[src/rtl/edf_pkg.sv]
package edf_pkg;
  typedef enum logic {
    EDF_IDLE = 1'b0,
    EDF_RUN  = 1'b1
  } edf_phase_t;
endpackage

[src/rtl/edf_sync.sv]
module edf_sync #(
  parameter int STAGES = 2
) (
  input  logic clk,
  input  logic rst_n,
  input  logic d,
  output logic q
);
  logic [STAGES-1:0] chain;

  generate
    if (STAGES == 1) begin : g_one
      always_ff @(posedge clk or negedge rst_n) begin
        if (!rst_n) chain <= '0;
        else        chain <= d;
      end
    end else begin : g_many
      always_ff @(posedge clk or negedge rst_n) begin
        if (!rst_n) chain <= '0;
        else        chain <= {chain[STAGES-2:0], d};
      end
    end
  endgenerate

  assign q = chain[STAGES-1];
endmodule

[src/rtl/edf_timer.sv]
module edf_timer #(
  parameter int CNT_W = 16
) (
  input  logic             clk,
  input  logic             rst_n,
  input  logic             tick,
  input  logic             load,
  input  logic [CNT_W-1:0] load_val,
  input  logic             stop,
  output logic             busy,
  output logic             expire,
  output logic [CNT_W-1:0] cnt
);
  localparam logic [CNT_W-1:0] ONE = CNT_W'(1);

  always_ff @(posedge clk or negedge rst_n) begin
    if (!rst_n) begin
      cnt  <= '0;
      busy <= 1'b0;
    end else if (load) begin
      cnt  <= load_val;
      busy <= 1'b1;
    end else if (stop) begin
      busy <= 1'b0;
    end else if (busy && tick) begin
      cnt <= cnt - ONE;
    end
  end

  assign expire = busy && tick && (cnt == ONE);
endmodule

[src/rtl/edf_ctrl.sv]
module edf_ctrl #(
  parameter int CNT_W = 16
) (
  input  logic             clk,
  input  logic             rst_n,
  input  logic             s,
  input  logic             rise_en,
  input  logic             fall_en,
  input  logic [CNT_W-1:0] ticks,
  input  logic             hold_mode,
  input  logic             busy,
  input  logic             expire,
  output logic             load,
  output logic             stop,
  output logic             dout,
  output logic             tgt
);
  import edf_pkg::*;

  edf_phase_t phase;
  logic       dly_on;
  logic       dout_nx, tgt_nx;

  assign phase  = busy ? EDF_RUN : EDF_IDLE;
  // delay applies to a change towards level s
  assign dly_on = (s ? rise_en : fall_en) && (ticks != '0);

  always_comb begin
    load    = 1'b0;
    stop    = 1'b0;
    dout_nx = dout;
    tgt_nx  = tgt;
    unique case (phase)
      EDF_IDLE: begin
        if (s != dout) begin
          if (dly_on) begin
            load   = 1'b1;
            tgt_nx = s;
          end else begin
            dout_nx = s;
          end
        end
      end
      EDF_RUN: begin
        if (!hold_mode && (s != tgt)) begin
          stop = 1'b1;
        end else if (expire) begin
          dout_nx = tgt;
          if (hold_mode && (s != tgt) && dly_on) begin
            load   = 1'b1;
            tgt_nx = s;
          end else begin
            stop = 1'b1;
          end
        end
      end
      default: stop = 1'b1;
    endcase
  end

  always_ff @(posedge clk or negedge rst_n) begin
    if (!rst_n) begin
      dout <= 1'b0;
      tgt  <= 1'b0;
    end else begin
      dout <= dout_nx;
      tgt  <= tgt_nx;
    end
  end
endmodule

[src/rtl/edge_delay_filter.sv]
module edge_delay_filter #(
  parameter int CNT_W       = 16,
  parameter int SYNC_STAGES = 2
) (
  input  logic             clk,
  input  logic             rst_n,
  input  logic             tick_en,
  input  logic             din,
  input  logic             dly_rise_en,
  input  logic             dly_fall_en,
  input  logic [CNT_W-1:0] dly_ticks,
  input  logic             hold_mode,
  output logic             dout
);
  logic             s_sync;
  logic             busy, expire, load, stop, tgt;
  logic [CNT_W-1:0] cnt;

  edf_sync #(.STAGES(SYNC_STAGES)) u_sync (
    .clk(clk), .rst_n(rst_n), .d(din), .q(s_sync)
  );

  edf_timer #(.CNT_W(CNT_W)) u_timer (
    .clk(clk), .rst_n(rst_n), .tick(tick_en), .load(load),
    .load_val(dly_ticks), .stop(stop), .busy(busy),
    .expire(expire), .cnt(cnt)
  );

  edf_ctrl #(.CNT_W(CNT_W)) u_ctrl (
    .clk(clk), .rst_n(rst_n), .s(s_sync), .rise_en(dly_rise_en),
    .fall_en(dly_fall_en), .ticks(dly_ticks), .hold_mode(hold_mode),
    .busy(busy), .expire(expire), .load(load), .stop(stop),
    .dout(dout), .tgt(tgt)
  );
endmodule

[config.mk]
export PLATFORM = sky130hd
export DESIGN_NAME = edge_delay_filter
export DESIGN_NICKNAME = d
export VERILOG_FILES = /design/src/rtl/edf_pkg.sv /design/src/rtl/edf_sync.sv /design/src/rtl/edf_timer.sv /design/src/rtl/edf_ctrl.sv /design/src/rtl/edge_delay_filter.sv
export SDC_FILE = /design/constraint.sdc
export NUM_CORES = 1
export LEC_CHECK = 0
export BUFFER_PORTS_ARGS = -buffer_cell sky130_fd_sc_hd__buf_2
export CORE_MARGIN = 8
export CORE_UTILIZATION = 60
export DETAILED_ROUTE_END_ITERATION = 7
export PLACE_DENSITY = 0.86
export SYNTH_ARGS = -nofsm -noshare
export SYNTH_HDL_FRONTEND = slang
export SYNTH_SLANG_ARGS = --single-unit
[constraint.sdc]
create_clock -name clk -period 5.16 [get_ports clk]
set_input_delay 0.774 -clock clk [delete_from_list [all_inputs] [get_ports clk]]
set_output_delay 0.774 -clock clk [all_outputs]
set_load 0.1 [all_outputs]
==> results of run 1 <==
power by group through the flow:
stage                     registers [mW]  clock network (mW)  logic [mW]
final                              0.341              0.0793       0.379
after global routing               0.351              0.0895       0.418
after CTS                          0.339              0.0808       0.373
after detailed placement           0.342                   0       0.371
after global placement             0.336                   0       0.361
after floorplan                    0.340                   0       0.276
per-layer routing:
layer	global-route usage, %	part of all wire (%)	up-vias
li1	-	-	663
met1	24.6	41	712
met4	6.81	2.4	0
met2	31.0	46	97
met3	4.42	11	19
met5	0	0	-
area by class of cell:
class / instances / area [µm²] / share of cell area, %
Clock buffer: 4 / 26.3 / 1.63
Sequential cell: 21 / 526 / 32.7
Inverter: 13 / 48.8 / 3.04
Tap cell: 30 / 37.5 / 2.33
Timing Repair Buffer: 23 / 115 / 7.16
Multi-Input combinational cell: 118 / 855 / 53.2
cells in the final DEF (no fill, tap or decap), types with 2 or more instances in the layout:
cell type | netlist | layout
sky130_fd_sc_hd__a211oi_1 | 3 | 3
sky130_fd_sc_hd__a211oi_2 | 2 | 2
sky130_fd_sc_hd__a21oi_1 | 5 | 5
sky130_fd_sc_hd__a21oi_2 | 2 | 2
sky130_fd_sc_hd__a221o_1 | 2 | 2
sky130_fd_sc_hd__a221o_2 | 2 | 2
sky130_fd_sc_hd__a221oi_1 | 3 | 3
sky130_fd_sc_hd__and2_1 | 2 | 2
sky130_fd_sc_hd__and3_1 | 4 | 4
sky130_fd_sc_hd__and4_1 | 2 | 2
sky130_fd_sc_hd__buf_2 | 0 | 23
sky130_fd_sc_hd__clkbuf_4 | 0 | 3
sky130_fd_sc_hd__dfrtp_1 | 21 | 21
sky130_fd_sc_hd__ha_1 | 2 | 2
sky130_fd_sc_hd__inv_1 | 13 | 13
sky130_fd_sc_hd__nand2_1 | 10 | 10
sky130_fd_sc_hd__nand3_1 | 7 | 7
sky130_fd_sc_hd__nand4_1 | 5 | 5
sky130_fd_sc_hd__nor2_1 | 7 | 7
sky130_fd_sc_hd__nor3_1 | 7 | 7
sky130_fd_sc_hd__nor3_2 | 3 | 3
sky130_fd_sc_hd__nor4_1 | 5 | 5
sky130_fd_sc_hd__o211ai_1 | 6 | 6
sky130_fd_sc_hd__o21ai_0 | 7 | 7
sky130_fd_sc_hd__o21ai_2 | 2 | 2
sky130_fd_sc_hd__o221a_2 | 4 | 4
sky130_fd_sc_hd__o32ai_1 | 3 | 3
cell families (layout without fill, tap and decap cells):
family          Yosys count  count (layout)  share of synthesized area (%)
compound gates           49              49                           27.5
xor+xnor                  2               2                           1.20
fa+ha+maj                 2               2                           1.71
buf+inv                  17              40                           5.48
flops                    21              21                           36.0
mux                       1               1                          0.771
simple gates             64              64                           27.3
final timing paths:
kind	slack (ns)	end	startpoint	cells after the start
worst max-delay path	2.93	u_timer.cnt[11]	u_timer.cnt[1]	7
worst min-delay path	0.37	u_sync.chain[1]	u_sync.chain[0]	0
worst max register to register	2.93	u_timer.cnt[11]	u_timer.cnt[1]	7
worst min register to register	0.37	u_sync.chain[1]	u_sync.chain[0]	0
max in group asynchronous	4.44	u_timer.cnt[9]	rst_n	1
min in group asynchronous	0.40	u_timer.cnt[1]	rst_n	1
sequential cells by signal, indices dropped and copies added (netlist names):
signal,cells
u_sync.chain,2
u_timer.busy,1
u_timer.cnt,16
u_ctrl.dout,1
u_ctrl.tgt,1
worst max-delay path, cell delays in order (launching register included):
cell and delay [ns]:
sky130_fd_sc_hd__dfrtp_1 0.41, sky130_fd_sc_hd__inv_1 0.11, sky130_fd_sc_hd__ha_1 0.16, sky130_fd_sc_hd__or4b_4 0.48, sky130_fd_sc_hd__nor3_4 0.19, sky130_fd_sc_hd__and4_1 0.45
sky130_fd_sc_hd__o32a_2 0.21, sky130_fd_sc_hd__o211ai_1 0.10
==> results, run 1 <==
- The flow ran to the end, and the final reports show no timing, DRC or antenna violations.
- The count of endpoints failing setup in the final report is 0.
- The final worst setup slack is 2.93 ns.
- After clock tree synthesis, the flow added hold-fix buffers numbering 0.
- The transition time of the tightest slew-check pin is 0.534 ns.
- The count of vias placed by the detailed router is 1491.
- The post-placement setup slack is 2.74 ns.
- The average size of a mapped cell is 9.36 µm².
- TritonCTS built the clock tree.
- In the global route stage, overall resource usage came out at 19.2%.
- The first-pass GRT wire length is 6560 µm.
- Summing the sequential cell areas from Yosys gives 36.0% of the chip area.
- The horizontal extent of the die is 65.3 µm.
- The final hold violation count was 0.
- The area enclosed by the die boundary is 4270 µm².
- The part of the power in combinational logic is 47.4%.
- The filler cell count is 210.
- After layout, the worst path uses 43.2% of the clock period.
- The buffer type at the clock tree root is sky130_fd_sc_hd__clkbuf_4.
- The worst setup path is launched from a register.
- Routability-driven placement finished with a final weighted congestion of 0.913.
- The number of synthesized flops with an enable pin is 0.
- The max-slew headroom at the worst pin is 64.4%.
- The HPWL after detailed placement is 3000 µm.
- The max-slew violation count is 0.
- The fraction of final layout cells with drive strength greater than 1 is 29.1%.
- The total placed instance area is 1580 µm².
- The kind of end point of the critical path is a register.
- The number of detailed-route iterations in the first pass is 5.
- The total power density per cell area is 497 nW/µm².
- In this run the cell area of the synthesized design comes to 1460 µm².
- The average wire length per cell after detail routing is 19.0 µm.
- The clock sink total is 21.
- The leakage power figure is 0.643 nW.
- The cell type with the largest total area after synthesis is sky130_fd_sc_hd__dfrtp_1.
- After floorplanning, the core was divided into 18 placement rows.
- Yosys printed 0 warnings.
- Cell internal power was estimated by the tool at 0.418 mW.
- The number of gates resized after CTS was 0.
- The repair_antennas step left the layout with diodes totalling 0.
- The net count reported at finish is 205.
- In this run the vertical extent of the chip is 65.3 µm.
- Among all flip-flop cells after synthesis, the most frequent one is sky130_fd_sc_hd__dfrtp_1.
- The net switching share of the total power is 47.7%.
- The total power after layout is 0.799 mW.
- The buffer count from post-CTS setup fixing is 0.
- The worst hold path belongs to the class reg -> reg.
- The residual overflow from global routing is 0.
- Based on the critical path, the design can be clocked at up to 449 MHz.
- The number of distinct library cells after synthesis is 51.
- In this run, CTS created clock tree buffers numbering 3.
- The most common cell in the synthesized netlist is sky130_fd_sc_hd__dfrtp_1.
- Once the floorplan was initialized, standard cells occupied 61.2% of the core.
- The number of nets produced by synthesis is 181.
- The worst path required time is 5.34 ns.
- Setup repair after global routing left no endpoint under its margin.
- The portion of total power attributed to sequential cells is 42.6%.
- The number of I/O port buffers is 23.
- The remaining antenna violation count after routing is 0.
- In this run the power spent charging and discharging nets is 0.381 mW.
- The arrival time at the worst endpoint is 2.41 ns.
- By area the synthesized netlist is led by sky130_fd_sc_hd__dfrtp_1 (36%), sky130_fd_sc_hd__inv_1 (3.3%), sky130_fd_sc_hd__o211ai_1 (3.1%).
- Synthesis produced 156 cells.
- CTS built an H-tree with a depth of 1.
- The tightest hold margin is 0.369 ns.
- The post-route cell area is 1610 µm².
- The area share of the largest cell type after synthesis is 36.0%.
- Setup total negative slack on the finished layout was measured at 0 ns.
- After layout, the minimum clock period comes to 2.23 ns.
- Across the run, the number of max-cap violations was 0.
- The layout-stage area growth over the synthesis result is 10.1%.
- During I/O placement, the number of pins put on the boundary was 24.
- The commonest cells after synthesis are sky130_fd_sc_hd__dfrtp_1 (21), sky130_fd_sc_hd__inv_1 (13), sky130_fd_sc_hd__nand2_1 (10).
- Of the total power, the clock network draws 9.9%.
- The pin count of the biggest net entering global routing is 22.
- The initial antenna violation count was 0.
- The number of storage elements in the synthesis netlist is 21.
- The placed cell count is 205.
- The highest net fanout along the worst path is 9.
- The post-CTS clock slew at the launch and capture registers of the worst setup and hold paths is 0.11 ns.
- Summed over all layers, the routed wires come to 3980 µm.
- In this run the deepest clock path goes through 2 buffers.
- In the routed design, unresolved DRC markers number 0.
- In the routed layout, each cell is associated on average with a via count of 7.13.
- The floorplan core area is 2390 µm².
- The critical path in this run is classified as reg -> reg.
- The clock latency at the later pin of the worst-skew pair is 0.30 ns.
- The finished layout holds 209 standard cells, fillers aside.
- In the synthesized netlist the async set-or-reset flop fraction comes to 100%.
- The number of design-rule violations left by the first detailed-router iteration is 117.
- The worst-case IR drop observed on VDD is 0.000339 V.
- The number of global-route vias before repair is 1376.
- Between clock sinks in the finished design, the worst skew comes to 0.00466 ns.
- Cells fill 67.3% of the core in the end.
No activity file was read; power rests on OpenSTA's default activity.
==> run 2: changes to the inputs <==
--- a/config.mk
+++ b/config.mk
@@ -7,9 +7,9 @@
 export LEC_CHECK = 0
 export BUFFER_PORTS_ARGS = -buffer_cell sky130_fd_sc_hd__buf_2
 export CORE_MARGIN = 8
-export CORE_UTILIZATION = 60
+export CORE_UTILIZATION = 56
 export DETAILED_ROUTE_END_ITERATION = 7
-export PLACE_DENSITY = 0.86
+export PLACE_DENSITY = 0.81
 export SYNTH_ARGS = -nofsm -noshare
 export SYNTH_HDL_FRONTEND = slang
 export SYNTH_SLANG_ARGS = --single-unit
==> constraint.sdc (replaced) <==
create_clock -name clk -period 2.2 [get_ports clk]
set_input_delay 0.33 -clock clk [delete_from_list [all_inputs] [get_ports clk]]
set_output_delay 0.33 -clock clk [all_outputs]
set_load 0.1 [all_outputs]
==> results, run 2 (synthesis results as in run 1) <==
- STA puts the critical path data arrival time at 2.43 ns.
- In this run, the clock network consumes 9.0% of the power.
- Summing all flip-flop and latch instances after layout gives 527 µm².
- The first global-routing pass estimated 7100 µm of wire.
- The number of global-route vias before repair was 1534.
- In the final routed layout, each cell accounts on average for 20.6 µm.
- The number of flip-flops in the largest register is 16.
- The final weighted congestion of routability-driven global placement is 0.928.
- The overall track demand over capacity in global routing is 19.8%.
- 24 I/O pins were placed.
- The final hold violation count is 0.
- The most frequent standard cell in the layout excluding fill and tap cells is sky130_fd_sc_hd__buf_2.
- The worst path required time is 2.41 ns.
- The area enclosed by the die boundary is 4500 µm².
- In this run the deepest clock path goes through 2 buffers.
- The horizontal extent of the die is 67.1 µm.
- Global routing consumed, on the met3 layer, 2.85% of the routing resources.
- The number of buffers created by CTS is 3.
- The final layout contains 218 nets.
- Row generation in the floorplan step produced 18 rows.
- In this run the worst hold path is classified as in -> reg.
- The remaining antenna violation count after routing is 0.
- The initial antenna violation count came to 0.
- The met1 global-route usage is 26.2%.
- In the layout the commonest cells are sky130_fd_sc_hd__buf_2 (23), sky130_fd_sc_hd__dfrtp_1 (20), sky130_fd_sc_hd__inv_1 (12), sky130_fd_sc_hd__nand2_1 (10), sky130_fd_sc_hd__buf_4 (9).
- After legalization and detailed placement, the total HPWL measured 3110 µm.
- The residual overflow from global routing is 0.
- The count of endpoints failing setup in the final report is 3.
- The met2 routing resource usage after global routing is 31.2%.
- The number of design-rule violations left by the first detailed-router iteration is 142.
- The max-slew violation count came to 0.
- For this run, the top clock speed supported by timing is 451 MHz.
- In this run the power density over the cells is 1190 nW/µm².
- Combinational logic is responsible for 51.7% of the overall power.
- The final worst setup slack is -0.0158 ns.
- TritonCTS built the clock tree.
- At the end of the flow the core is filled with cells to 73.1%.
- The floorplan core area is 2480 µm².
- The multi-input combinational cells in the finished layout cover a total of 956 µm².
- Once the floorplan was initialized, standard cells occupied 58.9% of the core.
- The portion of total power attributed to sequential cells is 39.3%.
- For this block, the via count after detailed routing is 1560.
- Counting I/O delays and the setup requirement, the final critical path takes 2.22 ns.
- Of the total power, the share spent switching nets is 48.1%.
- The clock net in this run drives a total of 21 sinks.
- The pre-antenna-repair detailed-routing pass consisted of 4 iterations.
- The clock latency at the later pin of the worst-skew pair is 0.31 ns.
- For the pin with the worst max-slew slack, the measured transition is 0.631 ns.
- In the finished design, the share of the clock period the worst path needs comes to 101%.
- In this run the number of H-tree levels came out at 1.
- The total power after layout is 2.15 mW.
- During placement, the flow inserted port buffers numbering 23.
- The leakage power figure is 0.725 nW.
- The worst-case IR drop observed on VDD is 0.000857 V.
- STA classifies the critical path startpoint as a register.
- The busiest metal layer after global routing is met2.
- After clock tree synthesis, the clock-pin slew on the worst setup and hold paths is 0.12 ns.
- STA classifies the critical path endpoint as a register.
- The worst setup path is of the reg -> reg kind.
- Using the TritonRoute via totals, the vias-per-cell ratio works out to 7.03.
- The run finished, with violations left.
- Headroom to the max-slew limit came out at 57.8%.
- The largest registers in the layout are u_timer.cnt x16, u_sync.chain x2.
- The switching power is 1.03 mW.
- The post-placement setup slack is 0.0171 ns.
- The highest net fanout along the worst path is 8.
- The die is 67.1 µm tall.
- Summed over all layers, the routed wires come to 4580 µm.
- The fraction of final layout cells with drive strength greater than 1 is 38.5%.
- Setup repair after global routing could not meet its margin everywhere.
- The number of remaining DRC errors is 0.
- Setup slack on the worst reg-to-reg path comes out at -0.02 ns.
- Ranked by flip-flop count, first place goes to u_timer.cnt.
- Compared with the post-synthesis result, the final layout area differs by 24.0%.
- CTS placed an instance of sky130_fd_sc_hd__clkbuf_4 at the clock tree root.
- The number of max-capacitance violations reported is 0.
- The internal portion of the total power is 1.11 mW.
- The checks that failed: negative setup slack.
- The filler cell count is 200.
- Setup total negative slack on the finished layout was measured at -0.0283 ns.
- The repair_antennas step left the layout with diodes totalling 0.
- The post-route clock skew is 0.00158 ns.
- Entering global routing, the biggest net connects 22 pins.
==> run 2: final cells by class <==
type / count / share of cell area (%)
multi-input combinational: 119 / 52.8
sequential: 21 / 29.1
timing repair buffer: 35 / 11.9
inverter: 13 / 2.70
tap: 30 / 2.07
clock buffer: 4 / 1.45
==> run 2: critical path, cell delays in order (launching register included) <==
cell	delay, ns
sky130_fd_sc_hd__dfrtp_1	0.42
sky130_fd_sc_hd__inv_2	0.10
sky130_fd_sc_hd__ha_4	0.13
sky130_fd_sc_hd__or4b_4	0.47
sky130_fd_sc_hd__nor3_4	0.36
sky130_fd_sc_hd__a21o_4	0.26
sky130_fd_sc_hd__o21ai_4	0.11
sky130_fd_sc_hd__o221a_2	0.26
==> run 2: worst paths after layout <==
kind                            startpoint         endpoint  depth (start not counted)
max reg2reg                 u_timer.cnt[1]   u_timer.cnt[0]                          7
max                         u_timer.cnt[1]   u_timer.cnt[0]                          7
max in group asynchronous            rst_n   u_timer.cnt[0]                          2
min in group asynchronous            rst_n      u_ctrl.dout                          2
min reg2reg                u_sync.chain[0]  u_sync.chain[1]                          0
min                                    din  u_sync.chain[0]                          1
==> run 2: routing by layer <==
layer	vias up	part of all wire (%)	routed length [µm]
li1	696	-	-
met1	759	40	1820
met2	89	50	2280
met3	16	7.6	350
met4	0	2.8	129
met5	-	0	0
==> run 2: power groups by stage <==
stage	logic [mW]	clock network [mW]	registers, mW
floorplan	0.647	0	0.797
detailed placement	0.921	0	0.810
global route	1.20	0.215	0.864
finish	1.11	0.193	0.844
global placement	0.887	0	0.796
CTS	0.930	0.194	0.804
==> run 2: stage by stage <==
stage / hold WS, ns / std cells / cell area, µm²
after global routing: 0.109 / 222 / 1810
after floorplan: 0.0344 / 156 / 1460
after detailed placement: 0.315 / 211 / 1630
after CTS: 0.125 / 216 / 1660
after global placement: 0.309 / 211 / 1630
final: 0.118 / 222 / 1810
==> run 2: repair_timing <==
action	4_1_cts	5_1_grt
buffers inserted	0	5
cloned	0	1
gates resized for setup	1	19
hold buffers	1	0
endpoints found under the setup margin	2	14
pin swaps	0	9
endpoints found under the hold margin	21	0
==> run 3: changes to the inputs <==
--- a/config.mk
+++ b/config.mk
@@ -7,9 +7,10 @@
 export LEC_CHECK = 0
 export BUFFER_PORTS_ARGS = -buffer_cell sky130_fd_sc_hd__buf_2
 export CORE_MARGIN = 8
-export CORE_UTILIZATION = 56
+export CORE_UTILIZATION = 60
 export DETAILED_ROUTE_END_ITERATION = 7
-export PLACE_DENSITY = 0.81
+export MAX_ROUTING_LAYER = met4
+export PLACE_DENSITY = 0.86
 export SYNTH_ARGS = -nofsm -noshare
 export SYNTH_HDL_FRONTEND = slang
 export SYNTH_SLANG_ARGS = --single-unit
==> constraint.sdc (replaced) <==
create_clock -name clk -period 2.9 [get_ports clk]
set_input_delay 0.435 -clock clk [delete_from_list [all_inputs] [get_ports clk]]
set_output_delay 0.435 -clock clk [all_outputs]
set_load 0.1 [all_outputs]
==> results, run 3 (synthesis results as in run 1) <==
- At the pin with the least slew margin, the transition time is 0.528 ns.
- The max-slew headroom at the worst pin is 64.8%.
- After clock tree synthesis, the repair step resized 0 gates.
- Summed over all cells, the static leakage comes to 0.646 nW.
- The average wire length per cell after detail routing is 19.1 µm.
- Walking the worst path, the cells encountered are inv_1 -> ha_1 -> or4b_4 -> nor3_4 -> a21oi_2 -> a21oi_2 -> a221oi_1.
- More flip-flops sit in one register than any other, and that register is u_timer.cnt.
- CTS saw 21 sinks.
- CTS built an H-tree with a depth of 1.
- The kind of end point of the critical path is a register.
- The sort of element at the start of the critical path is a register.
- In the layout the commonest cells are sky130_fd_sc_hd__buf_2 (23), sky130_fd_sc_hd__dfrtp_1 (21), sky130_fd_sc_hd__inv_1 (13), sky130_fd_sc_hd__nand2_1 (10).
- IR analysis of the VDD net gives a maximum drop of 0.000561 V.
- The repair_antennas step left the layout with diodes totalling 0.
- The number of max-capacitance violations reported is 0.
- The horizontal extent of the die is 65.3 µm.
- The total power density per cell area is 887 nW/µm².
- The max-slew violation count is 0.
- Setup violations remaining at the end of the flow were counted as 0.
- The slowest stage of the critical path belongs to the cell sky130_fd_sc_hd__or4b_4.
- The number of clock buffers added by TritonCTS is 3.
- Setup repair after global routing left no endpoint under its margin.
- The layout-stage area growth over the synthesis result is 10.2%.
- The number of design-rule violations left by the first detailed-router iteration is 140.
- The type of the worst min-delay path is in -> async.
- The number of placed instances, taps included, is 205.
- Buffers inserted to repair hold after CTS numbered 0.
- In the final design database the tool counted 205 nets.
- The final hold violation count is 0.
- The worst register-to-register path ends at u_timer.cnt[10].
- The number of I/O port buffers is 23.
- The sum of negative setup slack is 0 ns.
- The residual overflow from global routing is 0.
- The area enclosed by the die boundary is 4270 µm².
- The critical register-to-register path startpoint is u_timer.cnt[1].
- The post-CTS clock slew at the launch and capture registers of the worst setup and hold paths is 0.12 ns.
- The arrival time at the worst endpoint is 2.37 ns.
- The via-per-instance ratio is 6.90.
- The buffer count from post-CTS setup fixing is 0.
- The detailed placer's ending HPWL is 3030 µm.
- The number of global-route vias before repair came to 1418.
- The count of nets left with antenna violations once routing finished came out at 0.
- The number of buffers on the longest clock path is 2.
- In the final layout, the registers with the most flip-flops are u_timer.cnt x16, u_sync.chain x2.
- Summing over every cut layer, the via total after detailed routing is 1443.
- Along the worst path, the maximum fanout reaches 11.
- The fraction of final layout cells with drive strength greater than 1 is 29.6%.
- The number of flip-flops in the largest register is 16.
- The first global-routing pass estimated 6600 µm of wire.
- The length in cells of the worst reg-to-reg path is 7.
- The post-route clock skew is 0.00487 ns.
- The floorplan row count is 18.
- The root buffer cell chosen for the clock tree is sky130_fd_sc_hd__clkbuf_4.
- The run finished with clean final reports.
- The final critical path takes up 75.9% of the cycle.
- Excluding fillers, the count of instances in the completed layout stands at 209.
- The number of detailed-route iterations in the first pass is 5.
- The most frequent standard cell in the layout excluding fill and tap cells is sky130_fd_sc_hd__buf_2.
- The highest achievable clock rate is 454 MHz.
- At the end of routability-driven placement, the weighted congestion stood at 0.945.
- The clock tree from TritonCTS is yes.
- The critical path start-end classification is reg -> reg.
- Pin placement for this block handled 24 I/O pins.
- The initial standard-cell utilization of the core is 61.2%.
- In the global route stage, overall resource usage came out at 19.9%.
- The delay of the slowest cell on the worst path is 0.49 ns.
- The initial antenna violation count is 0.
- Entering global routing, the biggest net connects 22 pins.
- The vertical die dimension is 65.3 µm.
- The worst reg-to-reg setup slack is 0.70 ns.
- The floorplan core area is 2390 µm².
- The clock period could shrink to 2.20 ns.
- Counting stages on the worst path, the most repeated cell is sky130_fd_sc_hd__a21oi_2.
- The number of remaining DRC errors is 0.
- For this block, the routed nets add up to 4000 µm of wire.
- The clock latency at the later pin of the worst-skew pair is 0.31 ns.
- The worst path required time is 3.07 ns.
- At the end of the flow the core is filled with cells to 67.4%.
==> run 3: cell count changes in the layout (fill, tap and decap cells not counted), moves of 2 or more <==
cell and delta:
sky130_fd_sc_hd__a211oi_2 -2, sky130_fd_sc_hd__a21oi_4 -2, sky130_fd_sc_hd__nor3_4 -2, sky130_fd_sc_hd__buf_4 -9, sky130_fd_sc_hd__buf_6 -2, sky130_fd_sc_hd__a21oi_2 +2, sky130_fd_sc_hd__a221oi_1 +2, sky130_fd_sc_hd__a221oi_2 -2
sky130_fd_sc_hd__a211oi_1 +2
==> run 3: final cells by class <==
cell class	count	area, µm²
multi-input combinational	118	855
fill	191	778
sequential	21	526
timing repair buffer	23	115
inverter	13	48.8
tap	30	37.5
clock buffer	3	22.5
clock inverter	1	5.00
==> run 3: how the worst max path moves through the flow <==
stage / startpoint / end / slack (ns) / cells past startpoint
final: u_timer.cnt[1] / u_timer.cnt[10] / 0.70 / 7
after global routing: u_timer.cnt[1] / u_timer.cnt[10] / 0.54 / 7
after CTS: u_timer.cnt[1] / u_timer.cnt[13] / 0.72 / 7
after detailed placement: u_timer.cnt[1] / u_timer.cnt[13] / 0.74 / 7
after global placement: u_timer.cnt[1] / u_ctrl.dout / 0.76 / 7
after floorplan: u_ctrl.dout / u_timer.cnt[14] / 0.78 / 5
==> run 3: per-layer routing <==
layer	GRT usage (%)	up-vias	routed length, µm
li1	-	667	-
met1	24.5	656	1620
met2	29.6	95	1860
met3	4.59	25	369
met4	10.4	0	146
met5	-	-	0
==> run 3: worst max-delay path, delay by kind of cell, from the launching register on <==
| kind | cells | cell delay (ns) |
|---|---|---|
| AO/OA/AOI/OAI | 3 | 0.71 |
| AND/OR/NAND/NOR | 2 | 0.69 |
| flip-flops | 1 | 0.41 |
| adder cells (fa/ha/maj) | 1 | 0.16 |
| buffers and inverters | 1 | 0.10 |
==> run 3: stage by stage <==
stage	hold WS (ns)	cell area, µm²	power, mW	setup slack, ns
floorplan	0.139	1460	1.10	0.784
global placement	0.334	1580	1.24	0.763
detailed placement	0.340	1580	1.27	0.739
CTS	0.0765	1610	1.42	0.717
global route	0.0978	1610	1.53	0.540
finish	0.0648	1610	1.43	0.698
==> run 3: power breakdown <==
group          switching, mW  leakage [nW]  internal, mW  total [mW]
registers              0.186         0.245         0.422       0.608
clock network         0.0930        0.0177        0.0515       0.144
logic                  0.406         0.383         0.269       0.675
